## src/rtl/skp_elastic_fifo.sv

```systemverilog
module skp_elastic_fifo #(
  parameter int          SYM_W   = 8,
  parameter int          DEPTH   = 20,
  parameter int          HI_MARK = 13,
  parameter int          LO_MARK = 7,
  parameter int          MAX_SKP = 5,
  parameter logic [SYM_W-1:0] COMMA = 8'hBC,
  parameter logic [SYM_W-1:0] SKIP  = 8'h1C
) (
  input  logic             clk,
  input  logic             rst_n,
  input  logic             sync_i,
  input  logic             wr_valid_i,
  input  logic [SYM_W-1:0] wr_sym_i,
  input  logic             wr_k_i,
  input  logic             rd_en_i,
  output logic [SYM_W-1:0] rd_sym_o,
  output logic             rd_k_o,
  output logic             rd_valid_o,
  output logic             ins_o,
  output logic             del_o,
  output logic             full_o,
  output logic             empty_o
);
  localparam int PW = (DEPTH > 1) ? $clog2(DEPTH) : 1;
  localparam int CW = $clog2(DEPTH + 1);
  localparam int RW = $clog2(MAX_SKP + 1);
  localparam logic [CW-1:0] FULL_C = CW'(DEPTH);
  localparam logic [CW-1:0] HI_C   = CW'(HI_MARK);
  localparam logic [CW-1:0] LO_C   = CW'(LO_MARK);
  localparam logic [CW-1:0] TWO_C  = CW'(2);
  localparam logic [RW-1:0] RUN_LIM = RW'(MAX_SKP - 2);
  localparam logic [RW-1:0] RUN_MAX = RW'(MAX_SKP);
  localparam logic [PW-1:0] LAST_P  = PW'(DEPTH - 1);

  logic [SYM_W:0]  mem [DEPTH];
  logic [PW-1:0]   wp, rp, rp_nx;
  logic [CW-1:0]   cnt;
  logic            w_set, w_del_done, r_set, r_ins_done;
  logic [RW-1:0]   w_run, r_run;

  assign full_o  = (cnt == FULL_C);
  assign empty_o = (cnt == '0);

  wire w_comma = wr_k_i && (wr_sym_i == COMMA);
  wire w_skip  = wr_k_i && (wr_sym_i == SKIP);

  wire del_now = sync_i && wr_valid_i && w_skip && w_set && (w_run != '0)
                 && !w_del_done && (cnt > HI_C);
  wire wr_go   = sync_i && wr_valid_i && !del_now && !full_o;

  assign rp_nx = (rp == LAST_P) ? '0 : rp + 1'b1;
  wire [SYM_W:0] head = mem[rp];
  wire [SYM_W:0] peek = mem[rp_nx];
  wire h_comma = head[SYM_W] && (head[SYM_W-1:0] == COMMA);
  wire h_skip  = head[SYM_W] && (head[SYM_W-1:0] == SKIP);
  wire p_skip  = peek[SYM_W] && (peek[SYM_W-1:0] == SKIP);

  wire rd_go   = sync_i && rd_en_i && !empty_o;
  wire ins_now = rd_go && h_skip && r_set && !r_ins_done && (cnt >= TWO_C)
                 && !p_skip && (r_run <= RUN_LIM) && (cnt < LO_C);
  wire rd_adv  = rd_go && !ins_now;

  always_ff @(posedge clk) begin
    if (wr_go) mem[wp] <= {wr_k_i, wr_sym_i};
  end

  always_ff @(posedge clk or negedge rst_n) begin
    if (!rst_n) begin
      wp <= '0; rp <= '0; cnt <= '0;
      w_set <= 1'b0; w_run <= '0; w_del_done <= 1'b0;
      r_set <= 1'b0; r_run <= '0; r_ins_done <= 1'b0;
    end else if (!sync_i) begin
      wp <= '0; rp <= '0; cnt <= '0;
      w_set <= 1'b0; w_run <= '0; w_del_done <= 1'b0;
      r_set <= 1'b0; r_run <= '0; r_ins_done <= 1'b0;
    end else begin
      if (wr_go) wp <= (wp == LAST_P) ? '0 : wp + 1'b1;
      if (rd_adv) rp <= rp_nx;
      cnt <= cnt + CW'(wr_go) - CW'(rd_adv);
      if (wr_valid_i) begin
        if (w_comma) begin
          w_set <= 1'b1; w_run <= '0; w_del_done <= 1'b0;
        end else if (w_skip) begin
          if (wr_go && w_set && w_run != RUN_MAX) w_run <= w_run + 1'b1;
          if (del_now) w_del_done <= 1'b1;
        end else begin
          w_set <= 1'b0; w_run <= '0;
        end
      end
      if (rd_go) begin
        if (h_comma) begin
          r_set <= 1'b1; r_run <= '0; r_ins_done <= 1'b0;
        end else if (h_skip) begin
          if (r_set) r_run <= r_run + 1'b1;
          if (ins_now) r_ins_done <= 1'b1;
        end else begin
          r_set <= 1'b0; r_run <= '0;
        end
      end
    end
  end

  always_ff @(posedge clk or negedge rst_n) begin
    if (!rst_n) begin
      rd_sym_o <= '0; rd_k_o <= 1'b0; rd_valid_o <= 1'b0;
      ins_o <= 1'b0; del_o <= 1'b0;
    end else begin
      rd_valid_o <= rd_go;
      ins_o      <= ins_now;
      del_o      <= del_now;
      if (rd_go) begin
        rd_sym_o <= head[SYM_W-1:0];
        rd_k_o   <= head[SYM_W];
      end
    end
  end

  p_count_bound_r1: assert property (@(posedge clk) disable iff (!rst_n)
    cnt <= FULL_C);
  p_empty_hold_r2: assert property (@(posedge clk) disable iff (!rst_n)
    (rd_en_i && empty_o) |=> (!rd_valid_o && $stable(rd_sym_o) && $stable(rd_k_o)));
  p_unsync_empty_r3: assert property (@(posedge clk) disable iff (!rst_n)
    !sync_i |=> (empty_o && !ins_o && !del_o));
  p_del_level_r4: assert property (@(posedge clk) disable iff (!rst_n)
    del_o |-> $past(cnt) > HI_C);
  p_ins_level_r5: assert property (@(posedge clk) disable iff (!rst_n)
    ins_o |-> ($past(cnt) < LO_C && rd_valid_o));
  p_ins_single_r5: assert property (@(posedge clk) disable iff (!rst_n)
    ins_o |=> !ins_o);
  p_set_limit_r8: assert property (@(posedge clk) disable iff (!rst_n)
    r_run <= RUN_MAX);
endmodule

```

## config.mk

```make
export PLATFORM = sky130hd
export DESIGN_NAME = skp_elastic_fifo
export DESIGN_NICKNAME = d
export VERILOG_FILES = /design/src/rtl/skp_elastic_fifo.sv
export SDC_FILE = /design/constraint.sdc
export NUM_CORES = 1
export LEC_CHECK = 0
export ABC_AREA = 1
export BUFFER_PORTS_ARGS = -buffer_cell sky130_fd_sc_hd__buf_2
export CORE_MARGIN = 1
export CORE_UTILIZATION = 50
export DETAILED_ROUTE_END_ITERATION = 16
export PLACE_DENSITY = 0.66
export SYNTH_ARGS = -nofsm -noshare
export SYNTH_HDL_FRONTEND = slang
export SYNTH_SLANG_ARGS = --single-unit
```

## constraint.sdc

```tcl
create_clock -name clk -period 4.75 [get_ports clk]
set_input_delay 0.2375 -clock clk [delete_from_list [all_inputs] [get_ports clk]]
set_output_delay 0.2375 -clock clk [all_outputs]
set_load 0.02 [all_outputs]
```

# == After elaboration in Yosys (flattened, before gate mapping) ==
# Memories as Yosys holds them, arrays and structs flattened.
# Index checks and enable logic that the tools add are counted.
# word_totals
out_inout_bits,14
elab_cells,123
ram_bits,180
memories,1
in_bits,14
regBits,37
# memory_table
memory,depth,width,read_ports,rd_ports_with_merged_regs,write_ports,line,rtl
mem,20,9,2,0,1,36,logic [SYM_W:0] mem [DEPTH];
# classes
n_mux,37
eq_ne,21
n_lt_le_gt_ge,4
n_reduce_logical,40
addsub,6
# op_table
cell,n
$mux 5,7
$mux 3,10
$logic_and 1x1->1,25
$eq 8x5->1 const B,3
$mux 1,20
$eq 8x8->1 const B,2
$eq 5x5->1 const B,3
$ne 3x1->1 const B,4
$add 5x1->5 const B,2
$ne 3x3->1 const B,3
$ne 2x1->1 const B,4
$reduce_and 2->1,4
$logic_not 1->1,7
$add 3x1->3 const B,2
$reduce_and 3->1,2
$add 5x1->5,1
$ge 5x2->1 const B,1
$gt 5x4->1 const B,1
$logic_not 5->1,1
$lt 5x3->1 const B,1
$sub 5x1->5,1
$ne 4x3->1 const B,1
$ne 4x4->1 const B,1
$le 3x2->1 const B,1
$reduce_bool 3->1,1

# == Longest topological paths before layout ==
# depth
ltp_word,17
ltp_mapped,26
ltp_nobuf,25

# == Worst setup path after synthesis ==
# OpenSTA, ideal clock, no wires.
# synth_path
kind,flip-flop to flip-flop
start,reg rp[0]
end,reg cnt[4]
setup_ns,0.078
required_ns,4.672
n_path_buf,2
slack_ns,1.375
stages_incl_launch_ff,25
period_less_slack_ns,3.375
t_arrival_ns,3.297
cell_sequence,dfrtp_1 ha_1 buf_2 clkbuf_1 o21ai_0 nand2_1 nor2_1 nand2_1 nand2_1 nand3_1 nand2_1 nand3_1 nor2_1 nor2_1 nand2_4 nand2_4 inv_1 ha_1 inv_1 ha_1 fa_1 a21oi_1 o21ba_2 o21ai_0 a21oi_1
# synth_via
elab_chain_len,14
elab_cells_between_ends,20
cone_classes,2 x add/sub; 3 x eq/ne; 2 x mux; 12 x reduce/logical; 1 x memory
# synth_rtl
element,line,rtl
start: declaration,37,"logic [PW-1:0] wp, rp, rp_nx;"
start signal: assignment,79,if (rd_adv) rp <= rp_nx;
$mem_v2 20x9 (*),--,
$eq 8x5->1,56,wire h_skip = head[SYM_W] && (head[SYM_W-1:0] == SKIP);
$logic_and 1x1->1,56,
$logic_and 1x1->1 (4 in a row),60,wire ins_now = rd_go && h_skip && r_set && !r_ins_done && (cnt >= TWO_C)
$logic_and 1x1->1 (*) (3 in a row),61,&& !p_skip && (r_run <= RUN_LIM) && (cnt < LO_C);
$logic_not 1->1 (*),62,wire rd_adv = rd_go && !ins_now;
$logic_and 1x1->1 (*),62,
$sub 5x1->5 (*),80,cnt <= cnt + CW'(wr_go) - CW'(rd_adv);
$mux 5 (*),73,end else if (!sync_i) begin
end signal: assignment,80,
end: declaration,38,logic [CW-1:0] cnt;
# Every way passes the cells marked *; elsewhere a longest branch is shown, timed or not.
# A chain may end at the register's enable or synchronous reset.

# == Worst setup path in the final report ==
# layout_path
start,reg rp[2]
end,reg cnt[4]
# The elaborated chain is that of the path after synthesis.

==> summary.json <==
{
  "outcome": {
    "status": "finished clean"
  },
  "setup_path": {
    "reg2reg_setup_slack_ns": 0.61,
    "setup.worst_path.class": "flip-flop to flip-flop",
    "timing.critical_path.arrival_ns": 4.58,
    "timing.critical_path.slowest_cell_delay_ns": 0.64,
    "timing.critical_path.required_ns": 5.19,
    "critical_path_startpoint_category": "flip-flop",
    "regToRegEndpoint": "cnt[4]",
    "path_max_fanout": 16,
    "end_kind": "flip-flop",
    "cp_top_family": "simple AND/OR/NAND/NOR gates",
    "cp_slowest_cell": "sky130_fd_sc_hd__dfrtp_1",
    "path_buf_inv": 4,
    "worst_r2r_path_depth": 21,
    "path_cells": "inv_1 -> nor2_2 -> a21oi_1 -> nand3_1 -> nand3_1 -> nand2_1 -> nand2_1 -> inv_2 -> nand2_1 -> nor2_4 -> nand2_4 -> nand2_4 -> inv_1 -> ha_1 -> inv_1 -> ha_1 -> fa_1 -> a21oi_1 -> o21ba_2 -> o21ai_0 -> a21oi_1",
    "timing.rr.start": "rp[2]",
    "logic_depth_of_the_worst_path_buffers_included": 21
  },
  "logic_synthesis": {
    "library_cell_with_the_highest_instance_count_after_synthesis": "sky130_fd_sc_hd__nand2_1",
    "yosys.area.top_type": "sky130_fd_sc_hd__edfxtp_1",
    "avg_cell_area_syn_um2": 9.393,
    "number_of_warnings_printed_during_yosys_synthesis": 0,
    "post-synth-top-area-fraction": 0.5070,
    "post_synth_most_frequent_cells": "sky130_fd_sc_hd__nand2_1 (324), sky130_fd_sc_hd__edfxtp_1 (180), sky130_fd_sc_hd__nand3_1 (149)",
    "synth_ff_type": "sky130_fd_sc_hd__edfxtp_1",
    "edff_count_synth": 180,
    "postSynthCellCount": 1135,
    "ys_seq_elements": 217,
    "post_synth_instance_area_um2": 10660,
    "synth_async_sr_flop_share": 0.1705,
    "yosysSeqAreaShare": 0.5938,
    "synth_area_leaders": "sky130_fd_sc_hd__edfxtp_1 (51%), sky130_fd_sc_hd__nand2_1 (11%), sky130_fd_sc_hd__dfrtp_1 (8.7%)",
    "postSynthNetCount": 1173,
    "ys_types": 43
  },
  "final_layout": {
    "post_route_cells_drive_above_1_share": 0.07515,
    "layout-area-overhead-vs-synth_pct": 9.307,
    "sequential_cell_area_um2": 6335,
    "multi_input_area_um2": 3672,
    "num-nets-final": 1193,
    "diodes": 0,
    "final_core_utilization": 0.5561,
    "n_fill_cell": 1921
  },
  "clock_network": {
    "cts.root.buffer_cell": "sky130_fd_sc_hd__clkbuf_16",
    "clk_sinks": 217,
    "cts_htree_levels": 1,
    "cts_made_buffers": 23,
    "max_buffers_root_to_sink": 3,
    "cts_resized": 0,
    "cts_tree": "yes",
    "clk_pin_slew_worst_paths_ns": 0.06,
    "worstSkewPairLatency_ns": 0.51
  },
  "floorplan": {
    "die_h_um": 148.0,
    "ioPinCount": 28,
    "core_region_area_um2": 20960,
    "dieWidth_um": 148.0,
    "rows": 53,
    "initial_utilization": 0.5088,
    "die_area_um2": 21910
  },
  "placement": {
    "globalplace.congestion": 0.9748,
    "place.port_buffers": 27,
    "post-dp-hpwl_um": 19960
  },
  "global_route": {
    "maximum_number_of_pins_on_one_net_before_global_route_repair": 58,
    "global_route.usage.total": 0.2775,
    "grt_first_pass_wirelength_um": 45440,
    "antenna_found_initial": 0,
    "overflow": 0,
    "first_global_vias": 7893
  },
  "timing": {
    "achievable-frequency_ghz": 0.2413,
    "timing.final.crit_share": 0.8723,
    "max-slew-margin-rel": 0.3933,
    "timing_hold_violations_final": 0,
    "tns_ns": 0,
    "drv_slew": 0,
    "worstMarginPinSlew_ns": 0.9100,
    "period_needed_ns": 4.144,
    "timing.final.setup_violations": 0,
    "clock-skew-final_ns": 0.01211,
    "grt_setup_unrepaired": "no"
  },
  "worst_hold_path": {
    "holdCritPathClass": "input port to flip-flop",
    "hold_path_end": "w_set",
    "hold_path_depth": 3,
    "hold_path_startpoint": "wr_valid_i"
  },
  "drt": {
    "vias_per_cell": 5.628,
    "drc": 0,
    "wl_per_cell_um": 20.16,
    "num_vias": 8138,
    "initialDrtViolationCount": 829,
    "antenna_left": 0,
    "routed_wirelength_um": 29160,
    "detailedRoute.firstPassIterationCount": 8
  },
  "power": {
    "power_density_nw_per_um2": 473.6,
    "max-vdd-ir-drop_mv": 0.3803,
    "leakagePower_uw": 0.004772
  },
  "job": {
    "cap_violations": 0
  }
}
==> routing by layer <==
metal / track usage / part of all wire
met2: 0.4514 / 0.46
met4: 0.1041 / 0.037
met1: 0.3697 / 0.42
met5: 0 / 0
met3: 0.05185 / 0.080
==> cells in the final DEF, fill, tap and decap left out, types with 12 or more instances in the layout <==
cell type	instances
sky130_fd_sc_hd__inv_1	91
sky130_fd_sc_hd__ha_1	23
sky130_fd_sc_hd__a21oi_1	31
sky130_fd_sc_hd__nand2_1	324
sky130_fd_sc_hd__nand4_1	14
sky130_fd_sc_hd__clkbuf_16	23
sky130_fd_sc_hd__edfxtp_1	180
sky130_fd_sc_hd__o21ai_0	57
sky130_fd_sc_hd__nor2_1	114
sky130_fd_sc_hd__buf_4	12
sky130_fd_sc_hd__nand3_1	149
sky130_fd_sc_hd__buf_2	27
sky130_fd_sc_hd__dfrtp_1	36
==> repair_timing <==
action	CTS	global route
hold endpoints to repair	37	0
hold buffers	1	0
setup buffers	0	0
==> where the power goes <==
group	switching (uW)	internal (uW)
sequential	58.2	2150
clock	696	959
combinational	1180	481
==> cells by family (layout without fill, tap and decap cells) <==
family,count (synthesis),in the layout,share of synthesized area
XOR/XNOR,2,2,0.001643
AND/OR/NAND/NOR,633,633,0.2535
flip-flops,217,217,0.5938
buffers and inverters,141,177,0.06173
adder cells (fa/ha/maj),24,24,0.02887
AO/OA/AOI/OAI,118,118,0.06044
==> flip-flops by register name (all words and copies together) (netlist names), 3 cells and up <==
signal and count:
rp 5, rd_sym_o 8, cnt 5, w_run 3
r_run 3, wp 5, mem 180
==> tightest hold or removal path: stages <==
cell                      delay (ns)
sky130_fd_sc_hd__buf_2          0.11
sky130_fd_sc_hd__nand2_1        0.08
sky130_fd_sc_hd__o21ai_0        0.09
==> how the worst max path moves through the flow <==
stage | startpoint | to | slack [ns]
finish | rp[2] | cnt[4] | 0.61
global route | rp[2] | cnt[4] | 0.34
global placement | rp[2] | cnt[4] | 0.78
detailed placement | rp[2] | cnt[4] | 0.72
CTS | rp[2] | cnt[4] | 0.69
floorplan | rp[0] | cnt[4] | 1.38
==> final cells by class <==
cell class                 instances  share of cell area
clock buffer                      31             0.05282
inverter                          95             0.03081
tap                              275             0.02953
sequential                       217              0.5436
clock inverter                    10            0.006227
multi-input combinational        777              0.3151
timing repair buffer              41             0.02190
==> metrics by stage <==
step	area, um^2	hold WS [ns]	cells	setup WS [ns]	total power (uW)
3_3_place_gp	10960	0.4119	1404	0.7757	3852
2_1_floorplan	10660	-0.05809	1135	1.375	3388
6_report	11650	0.06009	1446	0.6064	5519
4_1_cts	11650	0.04866	1446	0.6857	5520
5_1_grt	11650	0.08276	1446	0.3358	5805
3_5_place_dp	10960	0.4156	1404	0.7166	3873
Power figures use the tool's default switching activity.
